==> config.mk <==
export PLATFORM = sky130hd
export DESIGN_NAME = gftw_inverter
export DESIGN_NICKNAME = d
export VERILOG_FILES = /design/src/rtl/gftw_pkg.sv /design/src/rtl/gftw_nib_mul.sv /design/src/rtl/gftw_nib_sqr.sv /design/src/rtl/gftw_nib_scale.sv /design/src/rtl/gftw_nib_tree_inv.sv /design/src/rtl/gftw_inverter.sv
export SDC_FILE = /design/constraint.sdc
export NUM_CORES = 1
export LEC_CHECK = 0
export ABC_AREA = 1
export BUFFER_PORTS_ARGS = -buffer_cell sky130_fd_sc_hd__buf_2
export CAP_MARGIN = 40
export CELL_PAD_IN_SITES_DETAIL_PLACEMENT = 0
export CELL_PAD_IN_SITES_GLOBAL_PLACEMENT = 1
export CORE_AREA = 10 10 84 86
export DETAILED_ROUTE_END_ITERATION = 10
export DIE_AREA = 0 0 94 96
export GPL_ROUTABILITY_DRIVEN = 0
export PLACE_DENSITY_LB_ADDON = 0.1
export SLEW_MARGIN = 20
export SYNTH_ARGS = -nofsm -noshare
export SYNTH_HDL_FRONTEND = slang
export SYNTH_SLANG_ARGS = --single-unit
==> constraint.sdc <==
create_clock -name clk -period 2.6 [get_ports clk]
set_input_delay 0.52 -clock clk [delete_from_list [all_inputs] [get_ports clk]]
set_output_delay 0.52 -clock clk [all_outputs]
set_load 0.01 [all_outputs]
==> src/rtl/gftw_pkg.sv <==
// Shared types and elaboration-time helpers for the tower-field inverter.
// Assumes nibble bit i is the coefficient of x^i; field poly x^4 + x + 1.
package gftw_pkg;

    typedef logic [3:0] nib_t;
    typedef logic [7:0] elem_t;

    // Low part of the nibble field polynomial: x^4 = x + 1.
    localparam nib_t NIB_POLY_LOW = 4'h3;

    // Behavioural nibble product, used only for constants and assertions.
    function automatic nib_t nib_mul_f(input nib_t a, input nib_t b);
        logic [6:0] acc;
        acc = '0;
        for (int i = 0; i < 4; i++) begin
            if (b[i]) acc = acc ^ (7'(a) << i);
        end
        for (int k = 6; k >= 4; k--) begin
            if (acc[k]) acc = acc ^ (7'(5'h13) << (k - 4));
        end
        return acc[3:0];
    endfunction

    // Byte product in the tower with x^2 = x + k.
    function automatic elem_t elem_mul_f(input elem_t a, input elem_t b, input nib_t k);
        nib_t hh, hl, lh, ll;
        hh = nib_mul_f(a[7:4], b[7:4]);
        hl = nib_mul_f(a[7:4], b[3:0]);
        lh = nib_mul_f(a[3:0], b[7:4]);
        ll = nib_mul_f(a[3:0], b[3:0]);
        return {hh ^ hl ^ lh, ll ^ nib_mul_f(k, hh)};
    endfunction

    // Leaf link table packed as 16 nibbles: entry v holds the inverse of v.
    function automatic logic [63:0] build_links();
        logic [63:0] t;
        t = '0;
        for (int v = 1; v < 16; v++) begin
            for (int w = 1; w < 16; w++) begin
                if (nib_mul_f(nib_t'(v), nib_t'(w)) == 4'h1) t[v*4 +: 4] = nib_t'(w);
            end
        end
        return t;
    endfunction

endpackage

==> src/rtl/gftw_nib_mul.sv <==
// GF(2^4) multiplier: a 4x4 AND partial-product array folded into seven
// column sums, then reduced with x^4 = x + 1. Purely combinational.
module gftw_nib_mul
    import gftw_pkg::*;
(
    input  nib_t a,
    input  nib_t b,
    output nib_t p
);
    logic [6:0] col;

    // Accumulate partial products into their columns.
    always_comb begin
        col = '0;
        for (int j = 0; j < 4; j++) begin
            for (int k = 0; k < 4; k++) begin
                col[j+k] = col[j+k] ^ (a[j] & b[k]);
            end
        end
    end

    // Fold columns 4..6 back using x^4 = x+1, x^5 = x^2+x, x^6 = x^3+x^2.
    always_comb begin
        p[0] = col[0] ^ col[4];
        p[1] = col[1] ^ col[4] ^ col[5];
        p[2] = col[2] ^ col[5] ^ col[6];
        p[3] = col[3] ^ col[6];
    end
endmodule

==> src/rtl/gftw_nib_sqr.sv <==
// GF(2^4) squarer: squaring is linear over GF(2), so it is a fixed XOR
// network. Assumes reduction by x^4 + x + 1.
module gftw_nib_sqr
    import gftw_pkg::*;
(
    input  nib_t a,
    output nib_t s
);
    // Spread bits to even powers and fold x^4, x^6 back into range.
    always_comb begin
        s[0] = a[0] ^ a[2];
        s[1] = a[2];
        s[2] = a[1] ^ a[3];
        s[3] = a[3];
    end
endmodule

==> src/rtl/gftw_nib_scale.sv <==
// GF(2^4) multiply by a constant K: XOR of the shifted copies a*x^i picked
// by the set bits of K. Assumes reduction by x^4 + x + 1.
module gftw_nib_scale
    import gftw_pkg::*;
#(
    parameter nib_t K = 4'h9
) (
    input  nib_t a,
    output nib_t y
);
    nib_t pw   [4];
    nib_t part [5];

    assign pw[0]   = a;
    assign part[0] = '0;

    for (genvar i = 1; i < 4; i++) begin : g_pow
        // Multiply the previous power by x.
        assign pw[i] = {pw[i-1][2:0], 1'b0} ^ (pw[i-1][3] ? NIB_POLY_LOW : 4'h0);
    end

    for (genvar i = 0; i < 4; i++) begin : g_sum
        if (K[i]) begin : g_on
            assign part[i+1] = part[i] ^ pw[i];
        end else begin : g_off
            assign part[i+1] = part[i];
        end
    end

    assign y = part[4];
endmodule

==> src/rtl/gftw_nib_tree_inv.sv <==
// GF(2^4) inverter by tree walk: node n (heap numbering, root 1) has left
// child 2n for a 0 bit and right child 2n+1 for a 1 bit, MSB first. Each of
// the 16 leaves carries a fixed link to its inverse; zero links to zero.
module gftw_nib_tree_inv
    import gftw_pkg::*;
(
    input  nib_t nib_in,
    output nib_t nib_out
);
    localparam int LEVELS = 4;
    localparam int NODES  = 2 ** (LEVELS + 1);
    localparam int LEAF0  = 2 ** LEVELS;
    localparam logic [63:0] LINKS = build_links();

    logic [NODES-1:1] act;
    assign act[1] = 1'b1;

    for (genvar n = 2; n < NODES; n++) begin : g_node
        localparam int LVL = $clog2(n + 1) - 1;
        localparam int BIT = LEVELS - LVL;
        if (n % 2 == 1) begin : g_right
            assign act[n] = act[n/2] & nib_in[BIT];
        end else begin : g_left
            assign act[n] = act[n/2] & ~nib_in[BIT];
        end
    end

    // Follow the link of the single active leaf.
    always_comb begin
        nib_out = '0;
        for (int v = 0; v < LEAF0; v++) begin
            if (act[LEAF0 + v]) nib_out = nib_out | LINKS[v*4 +: 4];
        end
    end

    // Guards on the walk and the links.
    always_comb begin
        assert_leaf_onehot_R1: assert ($onehot(act[NODES-1:LEAF0]))
            else $error("tree walk did not reach exactly one leaf");
        assert_leaf_link_R2: assert (nib_in == 4'h0 || nib_mul_f(nib_in, nib_out) == 4'h1)
            else $error("leaf link does not give the nibble inverse");
    end
endmodule

==> src/rtl/gftw_inverter.sv <==
// Tower-field byte inverter. Operand a = ah*x + al with x^2 = x + K.
// delta = K*ah^2 ^ ah*al ^ al^2, d = 1/delta (tree walk),
// result = (ah*d)*x + (ah^al)*d. Zero maps to zero with zero_flag set.
// Optional input register (IN_STAGE), always a registered output.
module gftw_inverter
    import gftw_pkg::*;
#(
    parameter bit   IN_STAGE = 1'b1,
    parameter nib_t TOWER_K  = 4'h9
) (
    input  logic        clk,
    input  logic        rst_n,
    input  logic [7:0]  elem_in,
    output logic [7:0]  inv_out,
    output logic        zero_flag
);
    elem_t opnd;
    nib_t  ah, al, sq_h, sq_l, k_sq_h, p_hl, delta, d_inv, res_h, res_l, sum_hl;
    logic  is_zero;

    if (IN_STAGE) begin : g_in_reg
        // Capture the operand to shorten the path into the tree.
        always_ff @(posedge clk) begin
            if (!rst_n) opnd <= '0;
            else        opnd <= elem_in;
        end
    end else begin : g_in_wire
        assign opnd = elem_in;
    end

    assign ah      = opnd[7:4];
    assign al      = opnd[3:0];
    assign sum_hl  = ah ^ al;
    assign is_zero = (opnd == '0);

    gftw_nib_sqr  u_sq_h (.a(ah), .s(sq_h));
    gftw_nib_sqr  u_sq_l (.a(al), .s(sq_l));
    gftw_nib_scale #(.K(TOWER_K)) u_scale (.a(sq_h), .y(k_sq_h));
    gftw_nib_mul  u_m_hl (.a(ah), .b(al), .p(p_hl));

    assign delta = k_sq_h ^ p_hl ^ sq_l;

    gftw_nib_tree_inv u_tree (.nib_in(delta), .nib_out(d_inv));

    gftw_nib_mul  u_m_hi (.a(ah),     .b(d_inv), .p(res_h));
    gftw_nib_mul  u_m_lo (.a(sum_hl), .b(d_inv), .p(res_l));

    // Register the result and the zero indication.
    always_ff @(posedge clk) begin
        if (!rst_n) begin
            inv_out   <= '0;
            zero_flag <= 1'b1;
        end else begin
            inv_out   <= {res_h, res_l};
            zero_flag <= is_zero;
        end
    end

    // Combinational guards on the tower formula.
    always_comb begin
        assert_delta_nonzero_R3: assert (is_zero || delta != 4'h0)
            else $error("norm is zero for a nonzero operand");
        assert_product_one_R3: assert (is_zero || elem_mul_f(opnd, {res_h, res_l}, TOWER_K) == 8'h01)
            else $error("operand times result is not one");
    end

    assert_zero_out_R4: assert property (@(posedge clk) disable iff (!rst_n)
        zero_flag |-> inv_out == 8'h00);
    assert_nonzero_out_R4: assert property (@(posedge clk) disable iff (!rst_n)
        !zero_flag |-> inv_out != 8'h00);
    assert_reset_state_R6: assert property (@(posedge clk)
        !rst_n |=> (inv_out == 8'h00 && zero_flag));
endmodule

==> impl_metrics.csv <==
group,metric,value,unit
synth,syn_inst,395,
route,finalWirelength,5650,um
layout,drive_above_1_share,22.9,%
pwr,vdd_drop_max,311,uV
setup_path,slowest_stage,"dfxtp_4",
cts,cts_made_buffers,3,
layout,syn_to_final_growth,15.9,%
sta,max_freq,0.420,GHz
global_routing,grt_pass1_wl,9680,um
floorplan,initial_utilization,38.9,%
synth,yosys.area.top_type_share,28.5,%
route,firstDrtPassIters,4,
cts,cts.htree.levels,1,
sta,relSlewSlack,78.3,%
place,dpl.cell_count,486,
floorplan,design.die.area,0.00902,sq mm
synth,synth.avg_cell_area,5.33,sq um
synth,synth_edf_count,0,
setup_path,worstSetupPathType,"flop to flop",
global_routing,antenna_found_initial,0,
worst_hold_path,worstHoldPathType,"primary input to flop",
floorplan,design.core.area,0.00541,sq mm
route,viasPerCell,4.57,
layout,n_antenna_cell,0,
sta,period_share,91.6,%
synth,synth_cell_types,26,
sta,setup_viol_count_final,0,
sta,final-hold-violation-count,0,
layout,final_cells,492,
setup_path,cp.required,2750,ps
cts,clock_latency,250,ps
floorplan,ios,19,
place,dp_slack,-1.05,ps
setup_path,crit_top_cell,"nand2_1",
route,ant_nets,0,
synth,synth_area,0.00210,sq mm
synth,ys_seq_area_share,16.2,%
layout,nets,435,
cts,clockBufferDepth,2,
synth,yosysMostFrequentCell,"nand2_1",
synth,synth_nets,409,
synth,synth.area.top_cells,"nand2_1 29%, dfxtp_1 16%, nand3_1 10%, inv_1 7.8%, nand2_2 7.7%",
floorplan,dieHeight,96,um
place,place_hpwl,4540,um
sta,rsz0062_at_grt,"true",
floorplan,die_w,94,um
global_routing,grt_use_total,13.1,%
route,drc,0,
sta,drv_slew,0,
sta,hold_ws,447,ps
layout,fin_util,45.1,%
route,drtIter0Drc,134,
global_routing,grt_overflow,0,
synth,yosys.area.top_type,"nand2_1",
setup_path,worstPathArrival,2530,ps
sta,worstMarginPinSlew,325,ps
sta,layout_setup_ws,219,ps
synth,synth_warnings,0,
floorplan,rows,27,
route,wl_per_cell,11.5,um
synth,synthTopCellsByCount,"160 x nand2_1, 44 x inv_1, 44 x nand3_1, 32 x nor2_1, 26 x nand2_2",
cts,cts_sinks,17,
outcome,status,"finished, final reports clean",
setup_path,critical_path_peak_fanout,7,
sta,finClkSkew,4.90,ps
synth,synth_ff_type,"dfxtp_1",
pwr,power,1250,uW
place,numPortBuffers,18,
cts,clk_pin_slew_worst_paths,70,ps
setup_path,start_kind,"flop",
global_routing,grt_max_degree,18,
pwr,power.density,512,mW/mm^2
synth,async_reset_ff_share,0,%
cts,clockRootBuffer,"clkbuf_8",
setup_path,end_kind,"flop",
setup_path,crit_path_max_incr_delay,400,ps
route,num_vias,2250,
sta,min_period,2380,ps
synth,ys_seq_elements,17,
setup_path,crit_path_cell_trace,"ha_2 > inv_1 > nand2_2 > nand2_2 > nand2_2 > nand2_2 > nand2_1 > nand2_1 > nand2_1 > nand3_2 > nand2_1 > nand2_1 > nand2_4 > nand2_4 > nand2_1 > nand2_2 > or2_1 > nand2_1 > nand2_1 > nand2_1 > nor2_1",
pwr,p_leak,0.00143,uW
global_routing,grt_pass1_vias,2098,
flow_run,cap_violations,0,
cts,cts_tree,"built",
-- cells in the final DEF, fill, tap and decap left out --
| master | synthesis | routed |
|---|---|---|
| nand2_1 | 160 | 158 |
| inv_1 | 44 | 44 |
| nand3_1 | 44 | 42 |
| nor2_1 | 32 | 32 |
| nand2_2 | 26 | 23 |
| buf_2 | 2 | 18 |
| dfxtp_1 | 17 | 12 |
| inv_2 | 11 | 11 |
| buf_4 | 3 | 11 |
| a21oi_1 | 10 | 9 |
| nand2_4 | 3 | 8 |
| nand3_2 | 4 | 6 |
| clkinv_1 | 4 | 4 |
| nor2_2 | 4 | 4 |
| xor2_1 | 4 | 4 |
| xnor2_1 | 4 | 4 |
| o21ai_0 | 3 | 3 |
| o21ai_1 | 3 | 3 |
| clkbuf_8 | 0 | 3 |
| dfxtp_2 | 0 | 3 |
| nand4_1 | 2 | 2 |
| nand3b_1 | 2 | 2 |
| ha_1 | 4 | 2 |
| dfxtp_4 | 0 | 2 |
| buf_6 | 4 | 2 |
| xnor2_2 | 1 | 1 |
| nor3_1 | 1 | 1 |
| or2_1 | 1 | 1 |
| a21oi_2 | 0 | 1 |
| ha_2 | 0 | 1 |
| ha_4 | 0 | 1 |
| clkbuf_1 | 2 | 1 |
| buf_12 | 0 | 1 |
-- critical path, delay by kind of cell (launching register included) --
kind	cells	cell delay [ps]
AND/OR/NAND/NOR	19	1630
flip-flops	1	400
buffers and inverters	1	50
adder cells (fa/ha/maj)	1	200
-- per-stage QoR --
stage	setup TNS, ps	cell area [sq um]
6_report	0	2440
4_1_cts	0	2350
5_1_grt	-45.4	2440
2_1_floorplan	0	2100
3_3_place_gp	0	2300
3_5_place_dp	-1.05	2300
-- flip-flops by register name, summed over array words and instances (netlist names) --
name       cells
opnd           8
zero_flag      1
inv_out        8
-- final cells by class --
type                    count  area (sq um)
fillers                   616          2970
multi-input cells         308          1520
flip-flops and latches     17           352
inverters                  59           221
repair buffers             32           215
well taps                  72          90.1
clock buffers               4          45.0
-- where the power goes --
group | switching, uW | total [uW] | internal (uW)
combinational | 478 | 731 | 254
sequential | 18.9 | 322 | 303
clock | 88.1 | 197 | 109
total | 585 | 1250 | 665
-- path summary, 6_finish.rpt --
path	startpoint	end	slack [ps]	depth (start not counted)
max reg2reg	opnd[2]	inv_out[6]	220	21
min reg2reg	opnd[2]	zero_flag	690	3
max	opnd[2]	inv_out[6]	220	21
min	elem_in[0]	opnd[0]	450	3
-- timing repair --
action                     in CTS  in global routing
gates cloned                    0                  0
hold buffers                    0                  0
pin swaps                       0                  2
setup endpoints to repair       1                  8
resized for setup               1                 21
setup buffers                   0                  2
-- per-layer routing --
layer | part of all wire [%] | track usage [%]
met1 | 55 | 17.6
met2 | 43 | 21.7
met3 | 1.4 | 1.17
met4 | 1.5 | 3.67
met5 | 0 | 0
-- kinds of logic (layout without fill, tap and decap cells) --
family / count (synthesis) / count (layout) / share of synthesized area [%]
DFF: 17 / 17 / 16.2
buffers and inverters: 70 / 95 / 14.6
adders and majority gates: 4 / 4 / 2.38
xor gates and xnor gates: 9 / 9 / 4.10
AOI/OAI and AO/OA: 16 / 16 / 3.80
and+or+nand+nor: 279 / 279 / 59.0
(Power assumes the default switching activity.)
